===== src/rtl/ar_chan_monitor.sv =====
module ar_chan_monitor #(
  parameter int DATA_W   = 64,
  parameter int ADDR_W   = 32,
  parameter int ID_W     = 4,
  parameter int MAX_WAIT = 16
) (
  input  logic              clk,
  input  logic              rst_n,
  input  logic              arvalid,
  input  logic              arready,
  input  logic [ID_W-1:0]   arid,
  input  logic [ADDR_W-1:0] araddr,
  input  logic [3:0]        arlen,
  input  logic [2:0]        arsize,
  input  logic [1:0]        arburst,
  input  logic [1:0]        arlock,
  input  logic [3:0]        arcache,
  input  logic [2:0]        arprot,
  output logic [16:0]       err_flags,
  output logic              err_any,
  output logic              warn_slow
);

  localparam int BUS_BYTES = DATA_W / 8;
  localparam int SIZE_MAX  = $clog2(BUS_BYTES);
  localparam int WAIT_W    = $clog2(MAX_WAIT + 1) + 1;
  localparam int AW1       = ADDR_W + 1;

  logic              stall_now, stall_q, first_q;
  logic [ID_W-1:0]   id_h;
  logic [ADDR_W-1:0] addr_h;
  logic [3:0]        len_h;
  logic [2:0]        size_h;
  logic [1:0]        burst_h;
  logic [1:0]        lock_h;
  logic [3:0]        cache_h;
  logic [2:0]        prot_h;
  logic [7:0]        chg;
  logic [16:0]       hit, err_q;
  logic [WAIT_W-1:0] wait_q;
  logic              warn_q;

  assign stall_now = arvalid & ~arready;

  always_ff @(posedge clk or negedge rst_n) begin
    if (!rst_n) begin
      stall_q <= 1'b0;
      first_q <= 1'b1;
      id_h    <= '0;
      addr_h  <= '0;
      len_h   <= '0;
      size_h  <= '0;
      burst_h <= '0;
      lock_h  <= '0;
      cache_h <= '0;
      prot_h  <= '0;
    end else begin
      stall_q <= stall_now;
      first_q <= 1'b0;
      if (stall_now) begin
        id_h    <= arid;
        addr_h  <= araddr;
        len_h   <= arlen;
        size_h  <= arsize;
        burst_h <= arburst;
        lock_h  <= arlock;
        cache_h <= arcache;
        prot_h  <= arprot;
      end
    end
  end

  assign chg = {arprot != prot_h, arcache != cache_h, arlock != lock_h,
                arburst != burst_h, arsize != size_h, arlen != len_h,
                araddr != addr_h, arid != id_h};

  logic [AW1-1:0] a_ext, sz_mask, span, last_b;
  logic           cross_4k, wrap_misal, wrap_badlen, size_big;

  assign a_ext    = {1'b0, araddr};
  assign sz_mask  = (AW1'(1) << arsize) - AW1'(1);
  assign span     = (AW1'(arlen) + AW1'(1)) << arsize;
  assign last_b   = (a_ext & ~sz_mask) + span - AW1'(1);
  assign cross_4k = (arburst == 2'b01) && (last_b[AW1-1:12] != a_ext[AW1-1:12]);

  assign wrap_misal  = (arburst == 2'b10) && ((a_ext & sz_mask) != '0);
  assign wrap_badlen = (arburst == 2'b10) && !(arlen inside {4'd1, 4'd3, 4'd7, 4'd15});
  assign size_big    = 32'(arsize) > SIZE_MAX;

  assign hit[7:0] = (stall_q && arvalid) ? chg : 8'd0;
  assign hit[8]   = stall_q & ~arvalid;
  assign hit[9]   = first_q & arvalid;
  assign hit[10]  = arvalid & cross_4k;
  assign hit[11]  = arvalid & wrap_misal;
  assign hit[12]  = arvalid & wrap_badlen;
  assign hit[13]  = arvalid & size_big;
  assign hit[14]  = arvalid & (arburst == 2'b11);
  assign hit[15]  = arvalid & (arlock == 2'b11);
  assign hit[16]  = arvalid & ~arcache[1] & (arcache[3:2] != 2'b00);

  always_ff @(posedge clk or negedge rst_n) begin
    if (!rst_n) begin
      err_q  <= '0;
      wait_q <= '0;
      warn_q <= 1'b0;
    end else begin
      err_q <= err_q | hit;
      if (!stall_now) wait_q <= '0;
      else if (wait_q != WAIT_W'(MAX_WAIT)) wait_q <= wait_q + WAIT_W'(1);
      if (stall_now && wait_q == WAIT_W'(MAX_WAIT)) warn_q <= 1'b1;
    end
  end

  assign err_flags = err_q;
  assign err_any   = |err_q;
  assign warn_slow = warn_q;

endmodule


===== config.mk =====
export PLATFORM = sky130hd
export DESIGN_NAME = ar_chan_monitor
export DESIGN_NICKNAME = d
export VERILOG_FILES = /design/src/rtl/ar_chan_monitor.sv
export SDC_FILE = /design/constraint.sdc
export NUM_CORES = 1
export LEC_CHECK = 0
export CAP_MARGIN = 20
export CORE_AREA = 2 2 107 109
export DETAILED_ROUTE_END_ITERATION = 16
export DIE_AREA = 0 0 109 111
export PLACE_DENSITY = 0.95
export SYNTH_ARGS = -nofsm -noshare
export SYNTH_HDL_FRONTEND = slang
export SYNTH_SLANG_ARGS = --single-unit

===== constraint.sdc =====
create_clock -name clk -period 4.43 [get_ports clk]
set_input_delay 1.329 -clock clk [delete_from_list [all_inputs] [get_ports clk]]
set_output_delay 1.329 -clock clk [all_outputs]
set_load 0.1 [all_outputs]

==> results of run 1 <==
[logic make-up after synthesis]
logic type      Yosys count  share of synthesized area
simple gates            356                      0.242
compound gates          187                      0.192
buf+inv                 103                     0.0615
xor+xnor                 82                      0.107
flops                    80                      0.299
fa+ha+maj                47                     0.0879
mux                       6                    0.00935
other cells               1                   0.000560
[metal layers]
metal  GRT usage  GRT overflow
met1       0.735             0
met4       0.732             3
met5       0.308             0
met3       0.568             0
met2       0.881             5
[cells in the mapped netlist, types with 6 or more instances]
cell,number
sky130_fd_sc_hd__nor2_1,36
sky130_fd_sc_hd__a211oi_1,6
sky130_fd_sc_hd__nor3_1,14
sky130_fd_sc_hd__xnor2_1,53
sky130_fd_sc_hd__o21a_1,7
sky130_fd_sc_hd__ha_1,47
sky130_fd_sc_hd__clkbuf_1,27
sky130_fd_sc_hd__xor2_1,29
sky130_fd_sc_hd__o21bai_1,10
sky130_fd_sc_hd__dfrtp_1,79
sky130_fd_sc_hd__and2_1,6
sky130_fd_sc_hd__nand2_1,204
sky130_fd_sc_hd__nor4_1,17
sky130_fd_sc_hd__o211ai_1,10
sky130_fd_sc_hd__a21oi_1,39
sky130_fd_sc_hd__o21ai_0,46
sky130_fd_sc_hd__a21o_1,14
sky130_fd_sc_hd__nand4_1,18
sky130_fd_sc_hd__nand3_1,20
sky130_fd_sc_hd__inv_1,61
sky130_fd_sc_hd__buf_2,9
sky130_fd_sc_hd__nand2b_1,9
[metrics by stage]
step                      setup TNS, ns  hold slack, ns  setup WS (ns)  utilization
after floorplan                  -0.106           0.454         -0.106            -
after global placement           -0.736           0.464         -0.736        0.803
after CTS                        -0.155           0.487         -0.155        0.854
after detailed placement         -0.937           0.470         -0.937        0.803
[what timing repair did]
action	in CTS
pin swaps	18
resized for setup	62
endpoints found under the setup margin	1
buffers inserted	14
==> summary.log, run 1 <==
[die] placement row count 39
[clock_network] deepest clock path buffer count 2
[timing] worst endpoint after global-route timing repair err_flags[10]$_DFF_PN0_/D
[die] initial standard-cell utilization of the core 0.604
[clock_network] number of clock sinks 80
[clock_network] number of buffers added to fix hold violations after cts 0
[yosys] count of flip-flops with a built-in enable after synthesis 0
[yosys] cells after synthesis 862
[global_routing] pin count of the biggest net entering global routing 81
[yosys] cell area after synthesis 0.00669 sq mm
[yosys] library cell with the largest summed area after synthesis sky130_fd_sc_hd__dfrtp_1
[die] Chip Height 111 microns
[yosys] flop and latch count out of synthesis 80
[yosys] synthesized area divided by synthesized cell count 7.76 sq um
[global_routing] global router's overall resource usage 0.731
[yosys] cells taking the most area after synthesis sky130_fd_sc_hd__dfrtp_1 30%, sky130_fd_sc_hd__nand2_1 11%, sky130_fd_sc_hd__ha_1 8.8%, sky130_fd_sc_hd__xnor2_1 6.9%, sky130_fd_sc_hd__xor2_1 3.8%
[timing] type of the worst endpoint after the last repair register input
[yosys] count of warnings emitted by yosys 0
[status] last stage reached global routing
[yosys] fraction of registers with async set or reset after synthesis 1.00
[yosys] most common flop cell mapped by yosys sky130_fd_sc_hd__dfrtp_1
[yosys] number of distinct library cells after synthesis 76
[clock_network] total number of H-tree levels 3
[place] gp weighted congestion 1.13
[place] number of instances in the placed design 1223
[global_routing] Remaining Overflow, GRT 8
[yosys] sequential share of the synthesized area 0.299
[yosys] net count after synthesis 967
[place] HPWL Detailed 18.9 mm
[status] outcome aborted with a tool error
[place] cell area after placement 0.00890 sq mm
[place] Buffers on Ports 76
[status] first error [ERROR GRT-0232] Routing congestion too high. Check the congestion heatmap in the GUI.
[die] Die Wd 109 microns
[clock_network] CTS Root Buffer Type sky130_fd_sc_hd__clkbuf_16
[yosys] top cell type's share of synthesized area 0.295
[clock_network] number of clock buffers inserted by TritonCTS 9
[die] number of primary I/O pins 77
==> run 2, diff against run 1 <==
--- a/config.mk
+++ b/config.mk
@@ -6,10 +6,10 @@
 export NUM_CORES = 1
 export LEC_CHECK = 0
 export CAP_MARGIN = 20
-export CORE_AREA = 2 2 107 109
+export CORE_AREA = 2 2 133 135
 export DETAILED_ROUTE_END_ITERATION = 16
-export DIE_AREA = 0 0 109 111
-export PLACE_DENSITY = 0.95
+export DIE_AREA = 0 0 135 137
+export PLACE_DENSITY_LB_ADDON = 0.15
 export SYNTH_ARGS = -nofsm -noshare
 export SYNTH_HDL_FRONTEND = slang
 export SYNTH_SLANG_ARGS = --single-unit
==> summary.log, run 2 <==
[route] DRT iter0 DRCs 389
[worst_setup_path] largest fanout on the critical path 6
[clock_network] number of clock buffers inserted by TritonCTS 9 [unchanged]
[die] core outline area 0.0171 sq mm
[worst_setup_path] required time at the worst-slack endpoint 4.63 ns
[cells_and_area] commonest non-fill, non-tap cell in the layout sky130_fd_sc_hd__buf_4
[global_routing] global router's overall resource usage 0.237
[yosys] cell area after synthesis 0.00669 sq mm [unchanged]
[timing] setup repair after global routing missed its margin true
[min_path] end point of the worst hold path warn_slow$_DFFE_PN0P_
[global_routing] Global Route met2 Usage 0.385
[worst_setup_path] WP data arrival 4.75 ns
[worst_setup_path] maximum single-stage delay on the critical path 0.51 ns
[worst_setup_path] worst reg2reg setup slack 2.26 ns
[run] Max Cap Viol 0
[yosys] cells after synthesis 862 [unchanged]
[global_routing] grt met3 use 0.0267
[timing] slew at the pin with the worst max-slew slack 0.990 ns
[worst_setup_path] sequence of cells on the critical path buf_12, ha_4, buf_6, xnor2_4, mux2i_2, buf_4, nand2_4, o31ai_4, nand2_1, ha_1, inv_1, ha_1, and2b_2, a31oi_4, o311ai_4, a311o_2, nand3_2, a221oi_2, a41o_1, a41oi_2
[cells_and_area] net count reported at finish 1227
[die] placement row count 48 [was 39]
[clock_network] CTS tree done
[yosys] flop and latch count out of synthesis 80 [unchanged]
[pwr] power density over the cells 287 mW/mm^2
[timing] count of final max-slew check failures 0
[timing] worst hold margin 0.482 ns
[min_path] count of cells along the worst hold path 1
[worst_setup_path] worst reg2reg path depth 7
[yosys] most used standard cells in the synthesized netlist 204 x sky130_fd_sc_hd__nand2_1, 79 x sky130_fd_sc_hd__dfrtp_1, 61 x sky130_fd_sc_hd__inv_1, 53 x sky130_fd_sc_hd__xnor2_1, 47 x sky130_fd_sc_hd__ha_1 [unchanged]
[global_routing] pin count of the biggest net entering global routing 81
[global_routing] vias in the first global route 6636
[pwr] IR drop worst, VDD 0.000256 V
[cells_and_area] largest reg by FF count addr_h
[die] Chip Height 137 microns [was 111 microns]
[place] Buffers on Ports 76 [unchanged]
[pwr] post-layout total power 2840 uW
[route] post-DR wirelength/cell 16.2 microns
[global_routing] antenna violations before repair 0
[die] number of primary I/O pins 77 [unchanged]
[timing] portion of the clock cycle consumed by the worst path in the final layout 1.03
[yosys] count of flip-flops with a built-in enable after synthesis 0 [unchanged]
[timing] headroom to the max-slew limit 0.338
[clock_network] number of buffers added to fix hold violations after cts 0 [unchanged]
[timing] fmax 220 MHz
[worst_setup_path] Setup crit start arlen[0]
[clock_network] number of clock sinks 80 [unchanged]
[place] gp weighted congestion 0.933 [was 1.13]
[timing] Final WS setup -0.124 ns
[cells_and_area] number of flip-flops in the largest register 32
[clock_network] clock transition at the registers of the reported paths 0.06 ns
[place] DP Worst Slack -0.902 ns [was -0.937 ns]
[cells_and_area] layout cell share with drive strength beyond 1 0.275
[clock_network] CTS Root Buffer Type sky130_fd_sc_hd__clkbuf_16 [unchanged]
[yosys] fraction of registers with async set or reset after synthesis 1.00 [unchanged]
[pwr] static leakage 0.00460 uW
[route] via count of the routed design 6940
[yosys] library cell with the largest summed area after synthesis sky130_fd_sc_hd__dfrtp_1 [unchanged]
[route] total wire length 21.8 mm
[global_routing] GR Layer Usage met1 0.337
[worst_setup_path] CP dominant cell by count sky130_fd_sc_hd__ha_1
[global_routing] global-route wire length before repair 34.5 mm
[worst_setup_path] kind of capture point of the worst setup path register
[yosys] most used standard cell by instance count after synthesis sky130_fd_sc_hd__nand2_1 [unchanged]
[timing] final critical path time including I/O delays and setup 4.55 ns
[timing] final clock skew 0.00767 ns
[route] via-per-instance ratio 5.13
[worst_setup_path] worst reg2reg startpoint err_flags[10]$_DFF_PN0_
[yosys] top cell type's share of synthesized area 0.295 [unchanged]
[status] outcome finished with violations [was aborted with a tool error]
[cells_and_area] Ant. Diodes 0
[global_routing] most utilized layer in the global route result met2
[yosys] synthesized area divided by synthesized cell count 7.76 sq um [unchanged]
[cells_and_area] relative area change from synthesis to final layout 47.6%
[clock_network] deepest clock path buffer count 2 [unchanged]
[clock_network] total number of H-tree levels 3 [unchanged]
[yosys] count of warnings emitted by yosys 0 [unchanged]
[die] initial standard-cell utilization of the core 0.392 [was 0.604]
[worst_setup_path] launching element type of the critical path input pin
[cells_and_area] highest-count cells in the layout ignoring fill and taps 211 x sky130_fd_sc_hd__buf_4, 202 x sky130_fd_sc_hd__nand2_1, 79 x sky130_fd_sc_hd__dfrtp_1
[route] Pre-Repair DR Iteration Count 5
[die] die area 0.0185 sq mm
[yosys] cells taking the most area after synthesis sky130_fd_sc_hd__dfrtp_1 30%, sky130_fd_sc_hd__nand2_1 11%, sky130_fd_sc_hd__ha_1 8.8%, sky130_fd_sc_hd__xnor2_1 6.9%, sky130_fd_sc_hd__xor2_1 3.8% [unchanged]
[clock_network] Skew-Pair Late Insertion Delay 0.34 ns
[timing] number of failing setup endpoints in the final timing report 1
[timing] final hold viol count 0
[status] violations in the final reports negative setup slack
[die] Die Wd 135 microns [was 109 microns]
[worst_setup_path] worst-path cell with the longest stage delay sky130_fd_sc_hd__o311ai_4
[yosys] sequential share of the synthesized area 0.299 [unchanged]
[route] detailed-route DRC error count 0
[global_routing] Remaining Overflow, GRT 0
[min_path] min-delay worst type reg2reg
[place] HPWL Detailed 17.1 mm [was 18.9 mm]
[route] Final ANT Viol Nets 0
[min_path] hold path startpoint warn_slow$_DFFE_PN0P_
[worst_setup_path] worst flop-to-flop path endpoint err_flags[10]$_DFF_PN0_
[yosys] most common flop cell mapped by yosys sky130_fd_sc_hd__dfrtp_1 [unchanged]
[worst_setup_path] Worst Path Class, Setup in2reg
[yosys] number of distinct library cells after synthesis 76 [unchanged]
[yosys] net count after synthesis 967 [unchanged]
## run 2: cell counts after synthesis
Identical to the previous run, type by type.
## run 2: area by class of cell
type	count	area, sq um
inverter	62	236
clock inverter	6	76.3
multi-input combinational	679	4640
sequential	80	2000
timing repair buffer	290	2420
clock buffer	10	229
tap	225	282
fill	1596	7180
## run 2: cell families after synthesis
logic type | count (synthesis) | synth area share
compound gates | 187 | 0.192
other cells | 1 | 0.000560
flops | 80 | 0.299
fa+ha+maj | 47 | 0.0879
xor+xnor | 82 | 0.107
buf+inv | 103 | 0.0615
simple gates | 356 | 0.242
mux | 6 | 0.00935
## run 2: routing by layer
layer | up-vias | wire (microns)
li1 | 3492 | -
met1 | 3245 | 10500
met2 | 174 | 9960
met3 | 29 | 941
met4 | 0 | 454
met5 | - | 0
## run 2: worst max-delay path by stage
stage | slack, ns | cells past startpoint | to
after detailed placement | -0.90 | 17 | err_flags[10]$_DFF_PN0_
final | -0.12 | 20 | err_flags[10]$_DFF_PN0_
after global placement | -0.92 | 17 | err_flags[10]$_DFF_PN0_
after global routing | -0.30 | 20 | err_flags[10]$_DFF_PN0_
after floorplan | -0.11 | 18 | err_flags[10]$_DFF_PN0_
after CTS | -0.14 | 17 | err_flags[10]$_DFF_PN0_
## run 2: worst max-delay path, delay by kind of cell
kind / cells / cell delay, ns
buf+inv: 4 / 0.43
fa+ha+maj: 3 / 0.71
compound gates: 7 / 1.52
simple gates: 4 / 0.42
mux: 1 / 0.21
xor+xnor: 1 / 0.12
## run 2: stage by stage
step	utilization	TNS, ns	std cells	instance area (sq um)
final	0.579	-0.124	1352	9880
after global routing	0.579	-0.299	1352	9880
after CTS	0.566	-0.135	1349	9660
after detailed placement	0.533	-0.902	1315	9090
after global placement	0.533	-0.921	1315	9090
after floorplan	-	-0.106	862	6800
## run 2: where the power goes
group	switching, uW	leakage [uW]	internal (uW)
sequential	43.5	0.000936	796
clock	320	0.000150	447
combinational	622	0.00351	609
total	986	0.00460	1850
## run 2: timing repair
| action | 4_1_cts | 5_1_grt |
|---|---|---|
| gates resized for setup | 60 | 30 |
| setup endpoints to repair | 1 | 1 |
| buffers inserted | 18 | 3 |
| pin swaps | 21 | 28 |
No activity file was read; power rests on OpenSTA's default activity.
